### src/rtl/tmr_pkg.sv
package tmr_pkg;
  localparam int unsigned ADDR_W = 3;

  localparam logic [ADDR_W-1:0] ADDR_CTRL   = 3'd0;
  localparam logic [ADDR_W-1:0] ADDR_PRESC  = 3'd1;
  localparam logic [ADDR_W-1:0] ADDR_CMP    = 3'd2;
  localparam logic [ADDR_W-1:0] ADDR_COUNT  = 3'd3;
  localparam logic [ADDR_W-1:0] ADDR_STATUS = 3'd4;

  // control word bit positions
  localparam int unsigned CTL_EN    = 0;
  localparam int unsigned CTL_MODE  = 1;
  localparam int unsigned CTL_IRQEN = 3;
  localparam int unsigned CTL_CLR   = 4;

  typedef enum logic [1:0] {
    MODE_ONESHOT  = 2'd0,
    MODE_PERIODIC = 2'd1,
    MODE_TOGGLE   = 2'd2,
    MODE_PERALT   = 2'd3
  } mode_e;

  typedef struct packed {
    logic run;   // qualifying tick while enabled
    logic zero;  // synchronous clear of prescaler and counter
  } dp_strobe_t;
endpackage

### src/rtl/timer_datapath.sv
module timer_datapath
  import tmr_pkg::*;
#(
  parameter int unsigned PS_W  = 8,
  parameter int unsigned CNT_W = 24
) (
  input  logic             clk,
  input  logic             rstN,
  input  dp_strobe_t       strobe,
  input  logic [PS_W-1:0]  prescale,
  input  logic [CNT_W-1:0] compare,
  output logic [CNT_W-1:0] count,
  output logic             hit
);
  logic [PS_W-1:0]  psCnt;
  logic [CNT_W-1:0] nextCount;
  logic             psTerm;

  assign psTerm    = (psCnt >= prescale);
  assign nextCount = count + CNT_W'(1);
  assign hit       = strobe.run && !strobe.zero && psTerm && (nextCount == compare);

  always_ff @(posedge clk or negedge rstN) begin
    if (!rstN) begin
      psCnt <= '0;
      count <= '0;
    end else if (strobe.zero) begin
      psCnt <= '0;
      count <= '0;
    end else if (strobe.run) begin
      if (psTerm) begin
        psCnt <= '0;
        count <= (nextCount == compare) ? '0 : nextCount;
      end else begin
        psCnt <= psCnt + PS_W'(1);
      end
    end
  end

  // a match leaves the count at zero
  a_r3_match_zero: assert property (@(posedge clk) disable iff (!rstN)
    hit |=> (count == '0));

  // no run and no clear means the state holds
  a_r8_freeze: assert property (@(posedge clk) disable iff (!rstN)
    (!strobe.run && !strobe.zero) |=> ($stable(count) && $stable(psCnt)));

  // the clear strobe zeroes prescaler and counter
  a_r9_clear: assert property (@(posedge clk) disable iff (!rstN)
    strobe.zero |=> (count == '0 && psCnt == '0));
endmodule

### src/rtl/timer_ctrl.sv
module timer_ctrl
  import tmr_pkg::*;
#(
  parameter int unsigned PS_W  = 8,
  parameter int unsigned CNT_W = 24
) (
  input  logic              clk,
  input  logic              rstN,
  input  logic              tickEn,
  input  logic              wrEn,
  input  logic [ADDR_W-1:0] addr,
  input  logic [CNT_W-1:0]  wdata,
  input  logic              hit,
  input  logic [CNT_W-1:0]  count,
  output logic [CNT_W-1:0]  rdata,
  output dp_strobe_t        strobe,
  output logic [PS_W-1:0]   prescale,
  output logic [CNT_W-1:0]  compare,
  output logic              irq,
  output logic              toggleOut
);
  logic  enable, irqEn, flag;
  mode_e mode;
  logic  ctrlWr, statWr;

  assign ctrlWr = wrEn && (addr == ADDR_CTRL);
  assign statWr = wrEn && (addr == ADDR_STATUS);

  assign strobe.run  = enable && tickEn;
  assign strobe.zero = ctrlWr && wdata[CTL_CLR];

  always_ff @(posedge clk or negedge rstN) begin
    if (!rstN) begin
      enable    <= 1'b0;
      irqEn     <= 1'b0;
      mode      <= MODE_ONESHOT;
      prescale  <= '0;
      compare   <= '0;
      flag      <= 1'b0;
      toggleOut <= 1'b0;
    end else begin
      if (ctrlWr) begin
        enable <= wdata[CTL_EN];
        irqEn  <= wdata[CTL_IRQEN];
        mode   <= mode_e'(wdata[CTL_MODE +: 2]);
      end else if (hit && mode == MODE_ONESHOT) begin
        enable <= 1'b0;
      end
      if (wrEn && addr == ADDR_PRESC) prescale <= wdata[PS_W-1:0];
      if (wrEn && addr == ADDR_CMP)   compare  <= wdata;
      if (hit)                        flag <= 1'b1;
      else if (statWr && wdata[0])    flag <= 1'b0;
      if (hit && mode == MODE_TOGGLE) toggleOut <= ~toggleOut;
    end
  end

  assign irq = flag && irqEn;

  always_comb begin
    rdata = '0;
    case (addr)
      ADDR_CTRL: begin
        rdata[CTL_EN]         = enable;
        rdata[CTL_MODE +: 2]  = mode;
        rdata[CTL_IRQEN]      = irqEn;
      end
      ADDR_PRESC:  rdata[PS_W-1:0] = prescale;
      ADDR_CMP:    rdata = compare;
      ADDR_COUNT:  rdata = count;
      ADDR_STATUS: rdata[0] = flag;
      default:     rdata = '0;
    endcase
  end

  // every match leaves the flag set, even against a clear
  a_r5_flag_set: assert property (@(posedge clk) disable iff (!rstN)
    hit |=> flag);

  // a one-shot match disarms the channel unless software writes control
  a_r4_oneshot_stop: assert property (@(posedge clk) disable iff (!rstN)
    (hit && mode == MODE_ONESHOT && !ctrlWr) |=> !enable);

  // toggle-mode match flips the pin
  a_r6_toggle: assert property (@(posedge clk) disable iff (!rstN)
    (hit && mode == MODE_TOGGLE) |=> (toggleOut != $past(toggleOut)));

  // without a toggle-mode match the pin holds
  a_r6_hold: assert property (@(posedge clk) disable iff (!rstN)
    !(hit && mode == MODE_TOGGLE) |=> $stable(toggleOut));

  // a request never appears without the flag
  a_r7_irq_flag: assert property (@(posedge clk) disable iff (!rstN)
    irq |-> flag);
endmodule

### src/rtl/timer_channel.sv
module timer_channel
  import tmr_pkg::*;
#(
  parameter int unsigned PS_W  = 8,
  parameter int unsigned CNT_W = 24
) (
  input  logic              clk,
  input  logic              rstN,
  input  logic              tickEn,
  input  logic              wrEn,
  input  logic [ADDR_W-1:0] addr,
  input  logic [CNT_W-1:0]  wdata,
  output logic [CNT_W-1:0]  rdata,
  output logic              irq,
  output logic              toggleOut
);
  dp_strobe_t       strobe;
  logic [PS_W-1:0]  prescale;
  logic [CNT_W-1:0] compare;
  logic [CNT_W-1:0] count;
  logic             hit;

  timer_ctrl #(.PS_W(PS_W), .CNT_W(CNT_W)) u_ctrl (
    .clk(clk), .rstN(rstN), .tickEn(tickEn), .wrEn(wrEn), .addr(addr),
    .wdata(wdata), .hit(hit), .count(count), .rdata(rdata),
    .strobe(strobe), .prescale(prescale), .compare(compare),
    .irq(irq), .toggleOut(toggleOut)
  );

  timer_datapath #(.PS_W(PS_W), .CNT_W(CNT_W)) u_dp (
    .clk(clk), .rstN(rstN), .strobe(strobe), .prescale(prescale),
    .compare(compare), .count(count), .hit(hit)
  );
endmodule

### config.mk
export PLATFORM = sky130hd
export DESIGN_NAME = timer_channel
export DESIGN_NICKNAME = d
export VERILOG_FILES = /design/src/rtl/tmr_pkg.sv /design/src/rtl/timer_datapath.sv /design/src/rtl/timer_ctrl.sv /design/src/rtl/timer_channel.sv
export SDC_FILE = /design/constraint.sdc
export NUM_CORES = 1
export LEC_CHECK = 0
export ABC_AREA = 1
export BUFFER_PORTS_ARGS = -buffer_cell sky130_fd_sc_hd__buf_4
export CORE_MARGIN = 1.5
export CORE_UTILIZATION = 55
export CTS_BUF_LIST = sky130_fd_sc_hd__clkbuf_16
export DETAILED_ROUTE_END_ITERATION = 16
export PLACE_DENSITY = 0.76
export SLEW_MARGIN = 20
export SYNTH_ARGS = -nofsm -noshare
export SYNTH_HDL_FRONTEND = slang
export SYNTH_SLANG_ARGS = --single-unit
export TNS_END_PERCENT = 10
### constraint.sdc
create_clock -name clk -period 6.1 [get_ports clk]
set_clock_uncertainty 0.2 [all_clocks]
set_input_delay 0.915 -clock clk [delete_from_list [all_inputs] [get_ports clk]]
set_output_delay 0.915 -clock clk [all_outputs]
set_load 0.05 [all_outputs]
==> results of run 1 <==
==> critical path: cells and delay by family <==
kind	cells	cell delay (ps)
compound gates	2	650
buf+inv	2	330
simple gates	2	720
==> worst max-delay path by stage <==
stage,from,to,cells past startpoint
floorplan,addr[1],rdata[1],5
global placement,addr[2],rdata[3],6
detailed placement,addr[0],u_dp.count[3]$_DFFE_PN0P_,9
CTS,addr[1],rdata[0],8
global route,addr[1],rdata[0],8
finish,addr[2],rdata[3],6
==> layout make-up <==
class                      instances  area, um^2
fill                             791        2990
multi-input combinational        545        2780
sequential                        70        1750
timing repair buffer              57         428
inverter                          96         360
clock buffer                       9         225
tap                              108         135
clock inverter                     7        42.5
==> per-stage QoR <==
stage / instance area, um^2 / hold slack [ps] / power (W) / setup WS [ps]
final: 5730 / 312 / 0.00223 / 2360
after global routing: 5730 / 334 / 0.00240 / 2240
after CTS: 5730 / 311 / 0.00222 / 2400
after detailed placement: 5460 / 300 / 0.00173 / 2370
after global placement: 5460 / 293 / 0.00170 / 2410
after floorplan: 4960 / 275 / 0.00147 / 2770
==> placed cells by master (no fill, tap or decap), types with 12 or more instances in the layout <==
master and instances:
nand4_1 12, nand3_1 89, o22ai_1 27, a21oi_1 20, dfrtp_1 70, o21ai_0 30, inv_1 92, nor2_1 73
buf_4 57, nand2_1 208
==> kinds of logic (layout without fill, tap and decap cells) <==
family                     after synthesis  after routing
and+or+nand+nor                        426            426
adders and majority gates               11             11
DFF                                     70             70
xor gates and xnor gates                 8              8
AOI/OAI and AO/OA                      100            100
buffers and inverters                  112            169
==> state kept, by name, summed over array words and instances, names as in the netlist <==
register / count
u_ctrl.compare: 24
u_ctrl.flag: 1
u_ctrl.mode: 2
u_ctrl.prescale: 8
u_dp.count: 24
u_ctrl.irqEn: 1
u_ctrl.enable: 1
u_ctrl.toggleOut: 1
u_dp.psCnt: 8
==> metal layers <==
metal / up-vias / GRT usage (%) / share of wire (%) / wire [um]
met4: 0 / 14.2 / 3.5 / 491
met2: 188 / 50.3 / 48 / 6720
li1: 2504 / - / - / -
met3: 37 / 5.15 / 5.4 / 753
met1: 2341 / 37.8 / 43 / 6030
met5: - / 0 / 0 / 0
==> power by group through the flow <==
stage / combinational [W] / clock [W] / sequential [W]
floorplan: 0.000758 / 0 / 0.000717
global route: 0.00111 / 0.000510 / 0.000783
global placement: 0.000938 / 0 / 0.000763
CTS: 0.000976 / 0.000488 / 0.000760
detailed placement: 0.000968 / 0 / 0.000766
finish: 0.000982 / 0.000484 / 0.000767
==> metrics.md, run 1 <==
| Metric | Value |
|---|---|
| Yosys reg bits | `70` |
| Detailed placement HPWL | `9940 um` |
| Top cells by count, synth | `nand2_1 (208), inv_1 (92), nand3_1 (89), nor2_1 (73), dfrtp_1 (70)` |
| Via count | `5070` |
| Critical Path Fanout Max | `24` |
| Core Region | `8720 um^2` |
| Row Count | `34` |
| Synth unique cells | `38` |
| CTS sink count | `70` |
| Clock power share | `21.7%` |
| Seq pwr share | `34.3%` |
| Sequential share of the synthesized area | `35.3%` |
| CP max stage delay | `590 ps` |
| Layout cells sized above 1 | `14.9%` |
| Int Pwr | `0.00120 W` |
| Starting Density | `56.9%` |
| Slew HR | `26.3%` |
| Worst Hold End | `u_ctrl.compare[2]$_DFFE_PN0P_` |
| First-pass GRT wire length | `22900 um` |
| VDD IR max | `0.000173 V` |
| Root Buffer | `clkbuf_16` |
| Most frequent cell after synthesis | `nand2_1` |
| Register-to-Register Path Depth | `9` |
| Final Max Tran Viols | `0` |
| Clock slew seen by the registers of the worst setup and hold paths | `60 ps` |
| Syn Area/Cell | `6.83 um^2` |
| Setup crit end kind | `output pin` |
| Clock buffer depth | `2` |
| Final setup fails | `0` |
| Hold depth | `2` |
| Hold Path Class | `reg -> reg` |
| Switching share of total power | `46.3%` |
| Crit share post-route | `61.3%` |
| Drt drc | `0` |
| Hold path start | `u_ctrl.compare[2]$_DFFE_PN0P_` |
| CTS Hold Bufs | `0` |
| Setup TNS | `0 ps` |
| Drt first pass iters | `6` |
| PortBufs | `56` |
| Multiplexer share of the synthesized area | `0%` |
| Initial antenna violation count | `0` |
| Area Growth Syn to Fin | `15.3%` |
| Area contributors post-synth | `dfrtp_1 (35%), nand2_1 (16%), nand3_1 (9.0%), inv_1 (7.0%), nor2_1 (5.5%)` |
| GPL Wtd Cong | `0.952` |
| Crit path arrival time | `2620 ps` |
| Setup Fix Bufs, Post-CTS | `0` |
| Iteration-0 DRC Markers | `409` |
| Die height | `98.0 um` |
| Final core utilization | `65.7%` |
| Syn. warnings | `0` |
| Synth Area in Compound Gates | `11.8%` |
| CP max stage cell | `nand2_1` |
| Reg2reg setup slack | `3030 ps` |
| Largest net degree at the start of global routing | `71` |
| Post-cts resize count | `0` |
| Antenna diodes | `0` |
| Fmax | `267 MHz` |
| Cells after DPL | `876` |
| Outcome | `finished, final reports clean` |
| Post-Route WL | `14000 um` |
| TritonCTS Buffers | `9` |
| R2R Path End | `u_dp.count[3]$_DFFE_PN0P_` |
| H-tree levels | `3` |
| Worst Path Required | `4980 ps` |
| Main combinational cell family by area after synthesis | `simple AND/OR/NAND/NOR gates` |
| Comb pwr share | `44.0%` |
| Crit path cell chain | `buf_4 > nor2_1 > nand2_1 > o22ai_1 > a221o_1 > buf_4` |
| PD cells | `390 nW/um^2` |
| P_leak | `2.99 nW` |
| Final hold vios | `0` |
| Post-synth EDFFs | `0` |
| Finished Layout Cells | `892` |
| Vias per inst | `5.68` |
| Max-cap viol count | `0` |
| Post-synth ARST share | `100%` |
| Ys flop type | `dfrtp_1` |
| Skew-Pair Late Insertion Delay | `340 ps` |
| Die ar. | `9610 um^2` |
| CP Class | `in -> out` |
| Worst r2r src | `u_ctrl.prescale[7]$_DFFE_PN0P_` |
| All-Layer GR Usage | `30.1%` |
| Yosys top cell area share | `35.3%` |
| Simple-Gate Fraction of Synth Area | `40.1%` |
| Synth area leader | `dfrtp_1` |
| CTS tree | `yes` |
| Least-Margin Pin Slew | `1100 ps` |
| Post-synthesis adder-cell area fraction | `2.77%` |
| Final min period | `3740 ps` |
| Grt total ovfl | `0` |
| Number of global-route vias before repair | `4802` |
| Post-synth net total | `769` |
| Post-synthesis xor/xnor area fraction | `1.41%` |
| Final net count | `821` |
| Wirelength per Cell | `15.7 um` |
| I/O pins | `57` |
| Critical path's most frequent cell | `buf_4` |
| NetSw | `0.00103 W` |
| Mapped Cells | `727` |
| Startpoint Class | `input pin` |
| Die Wd | `98.0 um` |
| Antenna-violating nets left | `0` |
| Unrepaired setup endpoints after global routing | `no` |
| Cell area after synthesis | `4960 um^2` |
(Power assumes the default switching activity.)
==> run 2: changes to the inputs <==
--- a/config.mk
+++ b/config.mk
@@ -5,7 +5,7 @@
 export SDC_FILE = /design/constraint.sdc
 export NUM_CORES = 1
 export LEC_CHECK = 0
-export ABC_AREA = 1
+export ABC_AREA = 0
 export BUFFER_PORTS_ARGS = -buffer_cell sky130_fd_sc_hd__buf_4
 export CORE_MARGIN = 1.5
 export CORE_UTILIZATION = 55
==> constraint.sdc (replaced) <==
create_clock -name clk -period 3.9 [get_ports clk]
set_clock_uncertainty 0.2 [all_clocks]
set_input_delay 0.585 -clock clk [delete_from_list [all_inputs] [get_ports clk]]
set_output_delay 0.585 -clock clk [all_outputs]
set_load 0.05 [all_outputs]
==> run 2 against run 1 <==
Routed wire length fell by 14%. Critical endpoint is now u_ctrl.toggleOut$_DFFE_PN0P_. Power up 11%. Design area down 6.6%. Core utilization rose by 0.12 points. Synthesized cell count down 33%. First-iteration DRC count fell by 46%. Flip-flop and latch count stayed put.
==> metrics.md, run 2 <==
| Metric | Value |
|---|---|
| P_leak | `2.35 nW` |
| Final min period | `3280 ps` |
| All-Layer GR Usage | `28.7%` |
| Startpoint Class | `flip-flop` |
| Area contributors post-synth | `dfrtp_1 (38%), mux2_2 (6.9%), xor2_1 (6.9%), xnor2_1 (4.4%), nor3_1 (3.5%)` |
| Antenna diodes | `0` |
| Critical path's most frequent cell | `nor4_1` |
| Via count | `3999` |
| Grt total ovfl | `0` |
| Setup crit end kind | `flip-flop` |
| Largest regs | `u_ctrl.compare (24), u_dp.count (24)` |
| Cell area after synthesis | `4590 um^2` |
| Post-cts resize count | `0` |
| Skew-Pair Late Insertion Delay | `340 ps` |
| Post-Route WL | `12000 um` |
| Detailed placement HPWL | `8500 um` |
| Post-synth ARST share | `100%` |
| Least-Margin Pin Slew | `894 ps` |
| Wirelength per Cell | `18.9 um` |
| Crit path arrival time | `3330 ps` |
| Clock buffer depth | `2` |
| Fmax | `305 MHz` |
| PortBufs | `56` |
| Final setup fails | `0` |
| Largest net degree at the start of global routing | `71` |
| Slew HR | `40.4%` |
| Cells after DPL | `621` |
| Die height | `94.3 um` |
| Yosys reg bits | `70` |
| First-pass GRT wire length | `19500 um` |
| Final hold vios | `0` |
| Mapped Cells | `484` |
| Final Max Tran Viols | `0` |
| Yosys top cell area share | `38.2%` |
| Sequential share of the synthesized area | `38.2%` |
| Setup TNS | `0 ps` |
| Initial antenna violation count | `0` |
| Unrepaired setup endpoints after global routing | `no` |
| Outcome | `finished, final reports clean` |
| Die ar. | `8900 um^2` |
| Syn. warnings | `0` |
| CP max stage delay | `510 ps` |
| Drt first pass iters | `5` |
| Hold Path Class | `in -> async` |
| Finished Layout Cells | `636` |
| Iteration-0 DRC Markers | `221` |
| CP Class | `reg -> reg` |
| Row Count | `33` |
| Starting Density | `56.4%` |
| Synth unique cells | `55` |
| Final Cell Area | `5350 um^2` |
| CTS Hold Bufs | `0` |
| I/O pins | `57` |
| Setup Fix Bufs, Post-CTS | `0` |
| Syn Area/Cell | `9.48 um^2` |
| Reg2reg setup slack | `620 ps` |
| Area Growth Syn to Fin | `16.6%` |
| PD cells | `465 nW/um^2` |
| CTS tree | `yes` |
| Ys flop type | `dfrtp_1` |
| Layout cells sized above 1 | `22.2%` |
| Clock slew seen by the registers of the worst setup and hold paths | `60 ps` |
| Final net count | `569` |
| GPL Wtd Cong | `0.998` |
| Synth area leader | `dfrtp_1` |
| Antenna-violating nets left | `0` |
| Drt drc | `0` |
| Vias per inst | `6.29` |
| Worst Path Required | `3950 ps` |
| Top cells by count, synth | `dfrtp_1 (70), xor2_1 (36), nor3_1 (32), nand3_1 (31), mux2_2 (28)` |
| Post-synth EDFFs | `0` |
| VDD IR max | `0.000275 V` |
| Max-cap viol count | `0` |
| Post-synth net total | `526` |
| Die Wd | `94.3 um` |
| DP Area | `5070 um^2` |
| CP max stage cell | `nor4_1` |
| Core Region | `8130 um^2` |
| Most frequent cells in the layout | `buf_4 (70), dfrtp_1 (70), xor2_1 (36), nor3_1 (32), nand3_1 (31)` |
| Critical Path Fanout Max | `12` |
| TritonCTS Buffers | `9` |
| H-tree levels | `3` |
| Crit path cell chain | `nand3_1 > nor3_1 > buf_4 > a31oi_1 > nor4_1 > nand4_1 > nor4_1 > xor2_1` |
| Root Buffer | `clkbuf_16` |
| Crit share post-route | `84.0%` |
| Most frequent cell after synthesis | `dfrtp_1` |
| CTS sink count | `70` |
| Number of global-route vias before repair | `3916` |
[run 2: cell types whose count changed in the layout (fill, tap and decap cells not counted), moves of 13 or more]
cell	previous run	this run
o22ai_1	27	2
nor3_1	2	32
nor2_1	73	21
xnor2_1	1	23
a22o_1	0	18
xor2_1	7	36
nand3_1	89	31
buf_4	57	70
nand2_1	208	25
mux2_2	0	28
inv_1	92	13
[run 2: worst max-delay path: cells and delay by family, from the launching register on]
kind            cells  cell delay [ps]
xor+xnor            1              210
compound gates      1              100
simple gates        5             1940
buf+inv             1              250
flops               1              490
[run 2: worst paths after layout]
kind | from | end | depth (start not counted)
worst min-delay path | rstN | u_ctrl.compare[11]$_DFFE_PN0P_ | 1
worst min register to register | u_ctrl.toggleOut$_DFFE_PN0P_ | u_ctrl.toggleOut$_DFFE_PN0P_ | 1
worst max register to register | u_dp.count[2]$_DFFE_PN0P_ | u_ctrl.toggleOut$_DFFE_PN0P_ | 8
max in group asynchronous | rstN | u_ctrl.flag$_DFFE_PN0P_ | 1
worst max-delay path | u_dp.count[2]$_DFFE_PN0P_ | u_ctrl.toggleOut$_DFFE_PN0P_ | 8
min in group clk | wdata[17] | u_ctrl.compare[17]$_DFFE_PN0P_ | 3
[run 2: logic make-up (layout without fill, tap and decap cells)]
family                   Yosys count  count (layout)  share of synthesized area (%)
adder cells (fa/ha/maj)           11              11                           3.00
AND/OR/NAND/NOR                  184             184                           22.4
AO/OA/AOI/OAI                     77              77                           11.6
XOR/XNOR                          59              59                           11.3
multiplexers                      33              33                           8.78
buffers and inverters             50              97                           4.77
flip-flops                        70              70                           38.2
[run 2: report_power, final]
group	leakage (nW)	switching [W]	internal [W]	total [W]
clock	0.140	0.000313	0.000484	0.000798
sequential	0.895	0.000146	0.000843	0.000990
combinational	1.31	0.000390	0.000309	0.000699
total	2.35	0.000850	0.00164	0.00249
[run 2: routing by layer]
layer | GRT usage (%) | up-vias | share of wire [%]
met5 | 0 | - | 0
met4 | 14.3 | 0 | 3.4
met3 | 4.35 | 34 | 6.2
met2 | 46.8 | 174 | 48
met1 | 37.3 | 1946 | 43
li1 | - | 1845 | -
[run 2: cell type report]
class	count	area [um^2]
tap	105	131
clock inverter	6	55.1
fill	631	2780
sequential	70	1750
inverter	12	45.0
clock buffer	9	225
timing repair buffer	70	526
multi-input combinational	364	2620
[run 2: per-stage QoR]
| step | worst slack [ps] | total power (W) | util, % | hold WS (ps) |
|---|---|---|---|---|
| floorplan | 786 | 0.00146 | - | 89.4 |
| global placement | 663 | 0.00165 | 62.3 | 264 |
| detailed placement | 658 | 0.00169 | 62.3 | 309 |
| CTS | 624 | 0.00248 | 65.8 | 211 |
| global route | 386 | 0.00260 | 65.8 | 265 |
| finish | 623 | 0.00249 | 65.8 | 166 |
